--- config.mk ---
export PLATFORM = sky130hd
export DESIGN_NAME = crc8_aug_dual
export DESIGN_NICKNAME = d
export VERILOG_FILES = /design/src/rtl/crc8_pkg.sv /design/src/rtl/crc_fold2.sv /design/src/rtl/crc_ctrl.sv /design/src/rtl/crc8_aug_dual.sv
export SDC_FILE = /design/constraint.sdc
export NUM_CORES = 1
export LEC_CHECK = 0
export CAP_MARGIN = 25
export CORE_MARGIN = 2
export CORE_UTILIZATION = 40
export DETAILED_ROUTE_END_ITERATION = 10
export PLACE_DENSITY = 0.68
export SETUP_SLACK_MARGIN = 0.02
export SLEW_MARGIN = 5
export SYNTH_ARGS = -nofsm -noshare
export SYNTH_HDL_FRONTEND = slang
export SYNTH_SLANG_ARGS = --single-unit
--- constraint.sdc ---
create_clock -name clk -period 1.4 [get_ports clk]
set_input_delay 0.28 -clock clk [delete_from_list [all_inputs] [get_ports clk]]
set_output_delay 0.28 -clock clk [all_outputs]
set_load 0.03 [all_outputs]
--- src/rtl/crc8_pkg.sv ---
package crc8_pkg;
  localparam int CRC_W  = 8;
  localparam int BEAT_W = 2;
  localparam logic [CRC_W-1:0] GEN_LOW = 8'h1D;

  typedef enum logic [1:0] {
    PH_IDLE  = 2'd0,
    PH_RUN   = 2'd1,
    PH_FLUSH = 2'd2,
    PH_HOLD  = 2'd3
  } phase_t;
endpackage

--- src/rtl/crc_fold2.sv ---
module crc_fold2 #(
  parameter int          W    = crc8_pkg::CRC_W,
  parameter logic [W-1:0] POLY = crc8_pkg::GEN_LOW
) (
  input  logic [W-1:0] rem_in,
  input  logic [1:0]   bits_in,
  output logic [W-1:0] rem_nxt
);
  // Reduced forms of the two overflow powers.
  localparam logic [W-1:0] RED_XW  = POLY;
  localparam logic [W-1:0] RED_XW1 = {POLY[W-2:0], 1'b0} ^ (POLY[W-1] ? POLY : '0);

  logic [W-1:0] shifted;

  always_comb begin
    shifted = {rem_in[W-3:0], bits_in};
    rem_nxt = shifted
            ^ ({W{rem_in[W-2]}} & RED_XW)
            ^ ({W{rem_in[W-1]}} & RED_XW1);
  end

  // An all-zero remainder and zero input must stay zero.
  always_comb begin
    if (rem_in == '0 && bits_in == 2'b00)
      a_zero_fixed_r9: assert (rem_nxt == '0);
  end
endmodule

--- src/rtl/crc_ctrl.sv ---
module crc_ctrl #(
  parameter int FLUSH_BEATS = crc8_pkg::CRC_W / crc8_pkg::BEAT_W
) (
  input  logic            clk,
  input  logic            rst,
  input  logic            clr,
  input  logic            vld,
  input  logic            last,
  output logic            fold_en,
  output logic            zero_in,
  output logic            done,
  output crc8_pkg::phase_t phase
);
  import crc8_pkg::*;

  localparam int CNT_W = (FLUSH_BEATS > 1) ? $clog2(FLUSH_BEATS) : 1;
  localparam logic [CNT_W-1:0] CNT_END = CNT_W'(FLUSH_BEATS - 1);

  logic [CNT_W-1:0] cnt;

  always_ff @(posedge clk) begin
    if (rst) begin
      phase <= PH_IDLE;
      cnt   <= '0;
      done  <= 1'b0;
    end else begin
      done <= 1'b0;
      if (clr) begin
        phase <= PH_RUN;
        cnt   <= '0;
      end else begin
        case (phase)
          PH_RUN: begin
            if (vld && last) begin
              phase <= PH_FLUSH;
              cnt   <= '0;
            end
          end
          PH_FLUSH: begin
            if (cnt == CNT_END) begin
              phase <= PH_HOLD;
              done  <= 1'b1;
            end else begin
              cnt <= cnt + 1'b1;
            end
          end
          default: ;
        endcase
      end
    end
  end

  always_comb begin
    zero_in = (phase == PH_FLUSH);
    fold_en = !clr && ((phase == PH_RUN && vld) || phase == PH_FLUSH);
  end

  p_done_single_r8: assert property (@(posedge clk) disable iff (rst)
    done |=> !done);

  p_done_after_flush_r5: assert property (@(posedge clk) disable iff (rst)
    done |-> ($past(phase) == PH_FLUSH && phase == PH_HOLD));

  p_clr_restarts_r2: assert property (@(posedge clk) disable iff (rst)
    clr |=> (phase == PH_RUN && !done));
endmodule

--- src/rtl/crc8_aug_dual.sv ---
module crc8_aug_dual #(
  parameter int            CRC_W = crc8_pkg::CRC_W,
  parameter logic [CRC_W-1:0] POLY = crc8_pkg::GEN_LOW
) (
  input  logic             clk,
  input  logic             rst,
  input  logic             crc_clr,
  input  logic             beat_vld,
  input  logic [1:0]       beat_bits,
  input  logic             beat_last,
  output logic [CRC_W-1:0] crc_out,
  output logic             crc_done
);
  import crc8_pkg::*;

  localparam int FLUSH_BEATS = CRC_W / 2;

  logic             fold_en;
  logic             zero_in;
  phase_t           phase;
  logic [1:0]       fold_bits;
  logic [CRC_W-1:0] rem_q;
  logic [CRC_W-1:0] rem_d;

  crc_ctrl #(.FLUSH_BEATS(FLUSH_BEATS)) u_ctrl (
    .clk     (clk),
    .rst     (rst),
    .clr     (crc_clr),
    .vld     (beat_vld),
    .last    (beat_last),
    .fold_en (fold_en),
    .zero_in (zero_in),
    .done    (crc_done),
    .phase   (phase)
  );

  assign fold_bits = zero_in ? 2'b00 : beat_bits;

  crc_fold2 #(.W(CRC_W), .POLY(POLY)) u_fold (
    .rem_in  (rem_q),
    .bits_in (fold_bits),
    .rem_nxt (rem_d)
  );

  always_ff @(posedge clk) begin
    if (rst || crc_clr)
      rem_q <= '0;
    else if (fold_en)
      rem_q <= rem_d;
  end

  assign crc_out = rem_q;

  p_clear_zero_r2: assert property (@(posedge clk) disable iff (rst)
    crc_clr |=> (crc_out == '0));

  p_idle_hold_r4: assert property (@(posedge clk) disable iff (rst)
    (phase == PH_RUN && !beat_vld && !crc_clr) |=> $stable(crc_out));

  p_result_hold_r7: assert property (@(posedge clk) disable iff (rst)
    (phase == PH_HOLD && !crc_clr) |=> $stable(crc_out));

  p_flush_zero_r5: assert property (@(posedge clk) disable iff (rst)
    (phase == PH_FLUSH && !crc_clr) |=> (crc_out == $past(rem_d)));
endmodule

After elaboration in Yosys (flattened, before gate mapping)
Cells that the tools add are included.
{"block": "word_totals", "regBits": 13, "word_cells": 39, "input_bits": 7}
{"block": "classes", "n_reduce_logical": 13, "mux": 9, "addsub": 1, "bitwise_logic": 3, "n_eq_ne": 8}
{"operator": "2-bit 2-to-1 mux", "n": 5}
{"operator": "3-bit AND reduction", "n": 3}
{"operator": "2-bit one-hot mux with 2 select lines", "n": 2}
{"operator": "8-bit by 5-bit XOR with 8-bit output", "n": 1}
{"operator": "8-bit by 6-bit XOR with 8-bit output", "n": 1}
{"operator": "3-bit by 2-bit != test with 1-bit output (second input constant)", "n": 2}
{"operator": "2-bit == test (second input constant)", "n": 2}
{"operator": "2-bit by 1-bit != test with 1-bit output (second input constant)", "n": 2}
{"operator": "1-bit logical AND", "n": 3}
{"operator": "3-bit nonzero test", "n": 1}
{"operator": "3-bit OR reduction", "n": 1}
{"operator": "2-bit by 1-bit adder with 2-bit output (second input constant)", "n": 1}
{"operator": "2-bit by 1-bit == test with 1-bit output (second input constant)", "n": 1}
{"operator": "1-bit logical OR", "n": 2}
{"operator": "1-bit 2-to-1 mux", "n": 2}
{"operator": "2-bit != test (second input constant)", "n": 1}
{"operator": "2-bit nonzero test", "n": 1}
{"operator": "2-bit OR reduction", "n": 1}
{"operator": "1-bit zero test", "n": 1}
{"operator": "1-bit inverter", "n": 1}

Logic depth before layout (Yosys ltp)
{"block": "logic_depth", "ltp_word": 4, "mapped_depth": 6, "mapped_depth_nobuf": 5}

By module
From an unflattened synthesis, not the netlist that was laid out.
{"block": "unflattened", "cells_unflattened": 72, "area_unflattened_um2": 742.0}
{"mod": "crc_ctrl", "area_per_inst_um2": 336.6, "n_inst": 1, "cells_per_inst": 35}
{"mod": "crc8_aug_dual", "area_per_inst_um2": 307.8, "n_inst": 1, "cells_per_inst": 29}
{"mod": "crc_fold2", "area_per_inst_um2": 97.6, "n_inst": 1, "cells_per_inst": 8}

Least setup slack after synthesis
OpenSTA, ideal clock, no wires.
{"block": "synth_timing", "kind": "register to register", "startpoint": "register u_ctrl.phase[0]", "endpoint": "register rem_q[3], in the netlist crc_out[3]", "arrival_time_ps": 1168, "path_stages_with_launch": 7, "setup_slack_ps": 111, "path_cell_list": "dfxtp_1 inv_1 ha_1 a21o_2 buf_8 nand2_2 o22ai_1"}
{"block": "synth_via", "elab_chain_len": 4, "elab_cells_between_ends": 5, "cone_classes": "eq/ne (2); reduce/logical (3)"}
{"element": "start: declaration", "line_no": "crc_ctrl.sv:12", "rtl": "output crc8_pkg::phase_t phase"}
{"element": "start signal: assignment", "line_no": "crc_ctrl.sv:23", "rtl": "phase <= PH_IDLE;"}
{"element": "start signal: assignment", "line_no": "crc_ctrl.sv:29", "rtl": "phase <= PH_RUN;"}
{"element": "start signal: assignment", "line_no": "crc_ctrl.sv:35", "rtl": "phase <= PH_FLUSH;"}
{"element": "2-bit by 1-bit == test with 1-bit output", "line_no": "crc_ctrl.sv:55", "rtl": "fold_en = !clr && ((phase == PH_RUN && vld) || phase == PH_FLUSH);"}
{"element": "1-bit logical AND", "line_no": "crc_ctrl.sv:55"}
{"element": "1-bit logical OR (*)", "line_no": "crc_ctrl.sv:55"}
{"element": "1-bit logical AND (*)", "line_no": "crc_ctrl.sv:55"}
{"element": "end signal: assignment", "line_no": "crc8_aug_dual.sv:49", "rtl": "rem_q <= rem_d;"}
{"element": "end: declaration", "line_no": "crc8_aug_dual.sv:22", "rtl": "logic [CRC_W-1:0] rem_q;"}
Mark *: on every way between the ends. The rest lies on a longest branch, timed or not.
A chain may end at the register's enable or synchronous reset.

Worst setup path in the final report
{"block": "layout_timing", "startpoint": "register u_ctrl.phase[0]", "endpoint": "register u_ctrl.phase[1]"}
{"block": "layout_via", "elab_chain_len": 3, "elab_cells_between_ends": 7, "cone_classes": "eq/ne (4); mux (1); reduce/logical (2)"}
{"element": "2-bit == test or 2-bit by 1-bit == test with 1-bit output (tied branches)", "line_no": "crc_ctrl.sv:32", "rtl": "case (phase)"}
{"element": "2-bit by 1-bit != test with 1-bit output (no line) or 2-bit nonzero test (tied branches)"}
{"element": "3-bit AND reduction (no line)"}
Parallel ways exist; a longest one is shown, timed or not.

==> results.json <==
{
  "holdBufCountCts": 0,
  "top_level_ports": 16,
  "synth.area.top_cells": "dfxtp_1 (36%), ha_1 (8.7%), a211oi_2 (7.0%), xnor2_1 (6.1%), mux2i_1 (4.2%)",
  "slew_violations": 0,
  "grt_use_total_pct": 15.1,
  "gp_congestion": 0.742,
  "path_cells": "inv_1 > ha_1 > or3_1 > a21oi_1",
  "finalInstanceArea_sq_um": 975,
  "synth_top_area_share_pct": 36.3,
  "vias": 568,
  "power_leakage_uw": 0.000399,
  "h-tree-depth": 1,
  "nets": 110,
  "drive_gt1_share_pct": 33.0,
  "dieWidth_um": 46.3,
  "cts_tree": "built",
  "r2r_end": "u_ctrl.phase[1]$_SDFFE_PP0P_",
  "clock_path_buffers": 2,
  "syn_nets": 83,
  "cp-end-kind": "register",
  "layout.area.seq_sq_um": 263,
  "hp-start": "u_ctrl.cnt[1]$_SDFFE_PP0P_",
  "slowest_stage": "or3_1",
  "cts.sinks": 13,
  "fin_crit_ps": 1340,
  "core_sq_um": 1710,
  "area_growth_syn_to_layout_pct": 36.0,
  "std_cell_rows": 15,
  "fmaxAchievable_ghz": 0.749,
  "vias_per_cell": 4.66,
  "grt_use_met2_pct": 25.8,
  "cp_max_fo": 3,
  "crit_arrival_ps": 1530,
  "multi_input_area_sq_um": 425,
  "final_critical_path_setup_slack_ps": 64.7,
  "synth.distinct_cells": 29,
  "use_met1_pct": 17.5,
  "dr.pass1.iters": 4,
  "whs_ps": 478,
  "yosysWarnings": 0,
  "final_antenna_net_count": 0,
  "ys_seq_area_share_pct": 36.3,
  "synth_ff_type": "dfxtp_1",
  "skew_ps": 2.54,
  "clk_pin_slew_worst_paths_ps": 80,
  "port-buffer-count": 15,
  "status": "finished clean",
  "gr-total-overflow": 0,
  "cts_resized": 10,
  "p_per_area_nw_per_um2": 869,
  "max_cap_viol_count": 0,
  "fin_crit_sh_pct": 95.4,
  "yosysMostFrequentCell": "dfxtp_1",
  "holdCritPathClass": "register to register",
  "placed_area_sq_um": 941,
  "grt.met3_usage_pct": 3.53,
  "async_flop_share_pct": 0,
  "hold_viol": 0,
  "worst_pin_slew_ps": 366,
  "setup_viol": 0,
  "root_buffer": "clkbuf_4",
  "place_hpwl_mm": 1.04,
  "r2r_slack_ps": 60,
  "grt_max_degree": 12,
  "min_to": "u_ctrl.cnt[1]$_SDFFE_PP0P_",
  "cp-start-kind": "register",
  "grt_setup_unrepaired": "true",
  "start_util_pct": 42.0,
  "place_ws_ps": -136,
  "avgSynthCellArea_sq_um": 10.1,
  "grt_pass1_vias": 544,
  "synth_area_leader_cell": "dfxtp_1",
  "synth-edff-count": 0,
  "die_area_sq_um": 2150,
  "crit_required_ps": 1600,
  "max-slew-margin-rel_pct": 75.6,
  "clkLatencyLatePin_ps": 270,
  "drtIter0Drc": 6,
  "p_total_uw": 847,
  "grt_pass1_wl_mm": 2.24,
  "syn_area_sq_um": 717,
  "antenna_found_initial": 0,
  "critical_path_class": "register to register",
  "r2r-start": "u_ctrl.phase[0]$_SDFFE_PP0P_",
  "n_antenna_cell": 0,
  "peakVddDrop_mv": 0.519,
  "hold_depth": 2,
  "top_usage_layer": "met2",
  "ys_top_cells_by_count": "dfxtp_1 (13), ha_1 (5), nor2_1 (5), xnor2_1 (5)",
  "drc": 0,
  "synth_seq_cells": 13,
  "numCtsBuffers": 3,
  "postCtsSetupBuffers": 0,
  "drt_wl_total_mm": 1.28,
  "die_y_um": 46.3,
  "wire_per_inst_um": 10.5,
  "syn_inst": 71,
  "crit_path_max_incr_delay_ps": 390,
  "fin_tns_setup_ps": 0,
  "fillers": 163,
  "rr_worst_depth": 4
}
[cell usage in the layout (no fill, tap or decap), types with 3 or more instances in the layout]
cell	count
clkbuf_4	3
mux2i_1	3
a211oi_2	4
ha_1	3
nor2_1	5
buf_4	13
nand2_1	4
dfxtp_1	11
xnor2_1	5
clkdlybuf4s50_1	6
nor2b_1	3
nor2_2	4
dlygate4sd2_1	5
[layer usage]
layer,share of wire (%),wire length [um],up-vias
met5,0,0,-
met4,0,0,0
met3,3.9,50,0
met2,49,633,11
met1,47,599,265
li1,-,-,292
[cell type report]
type                       instances  share of cell area, %
clock buffer                       4                   2.70
timing repair buffer              26                   22.7
multi-input combinational         52                   43.6
inverter                           2                  0.770
tap                               25                   3.21
sequential                        13                   27.0
[registers in the layout, summed over array words and instances, names as in the netlist]
signal	count
u_ctrl.phase	2
u_ctrl.done	1
crc_out	8
u_ctrl.cnt	2
[where the power goes]
| group | internal, uW | switching (uW) | total (uW) |
|---|---|---|---|
| sequential | 384 | 9.20 | 393 |
| combinational | 114 | 110 | 224 |
| clock | 110 | 119 | 230 |
| total | 608 | 238 | 847 |
[worst max-delay path, delay by kind of cell, from the launching register on]
kind,cells,cell delay (ps)
and+or+nand+nor,1,390
adders and majority gates,1,330
DFF,1,350
buffers and inverters,1,60
AOI/OAI and AO/OA,1,140
[how the worst max path moves through the flow]
stage / from / endpoint / slack, ps / depth (start not counted)
6_report: u_ctrl.phase[0]$_SDFFE_PP0P_ / u_ctrl.phase[1]$_SDFFE_PP0P_ / 60 / 4
5_1_grt: u_ctrl.phase[0]$_SDFFE_PP0P_ / u_ctrl.phase[1]$_SDFFE_PP0P_ / 9 / 4
4_1_cts: u_ctrl.phase[0]$_SDFFE_PP0P_ / u_ctrl.phase[1]$_SDFFE_PP0P_ / 20 / 4
3_5_place_dp: beat_vld / crc_out[6]$_SDFFE_PP0P_ / -140 / 4
3_3_place_gp: beat_vld / crc_out[7]$_SDFFE_PP0P_ / -90 / 4
2_1_floorplan: u_ctrl.phase[0]$_SDFFE_PP0P_ / crc_out[3]$_SDFFE_PP0P_ / 110 / 6
[metrics by stage]
step	instances	utilization (%)
4_1_cts	122	56.7
3_3_place_gp	118	55.1
6_report	122	57.1
3_5_place_dp	118	55.1
2_1_floorplan	71	-
5_1_grt	122	57.1
[cell families (layout without fill, tap and decap cells)]
| group | Yosys count | in the layout | synth area share [%] |
|---|---|---|---|
| AND/OR/NAND/NOR | 24 | 24 | 18.5 |
| AO/OA/AOI/OAI | 13 | 13 | 17.8 |
| flip-flops | 13 | 13 | 36.3 |
| XOR/XNOR | 7 | 7 | 8.55 |
| buffers and inverters | 6 | 32 | 5.93 |
| adder cells (fa/ha/maj) | 5 | 5 | 8.73 |
| multiplexers | 3 | 3 | 4.19 |
No activity file was read; power rests on OpenSTA's default activity.
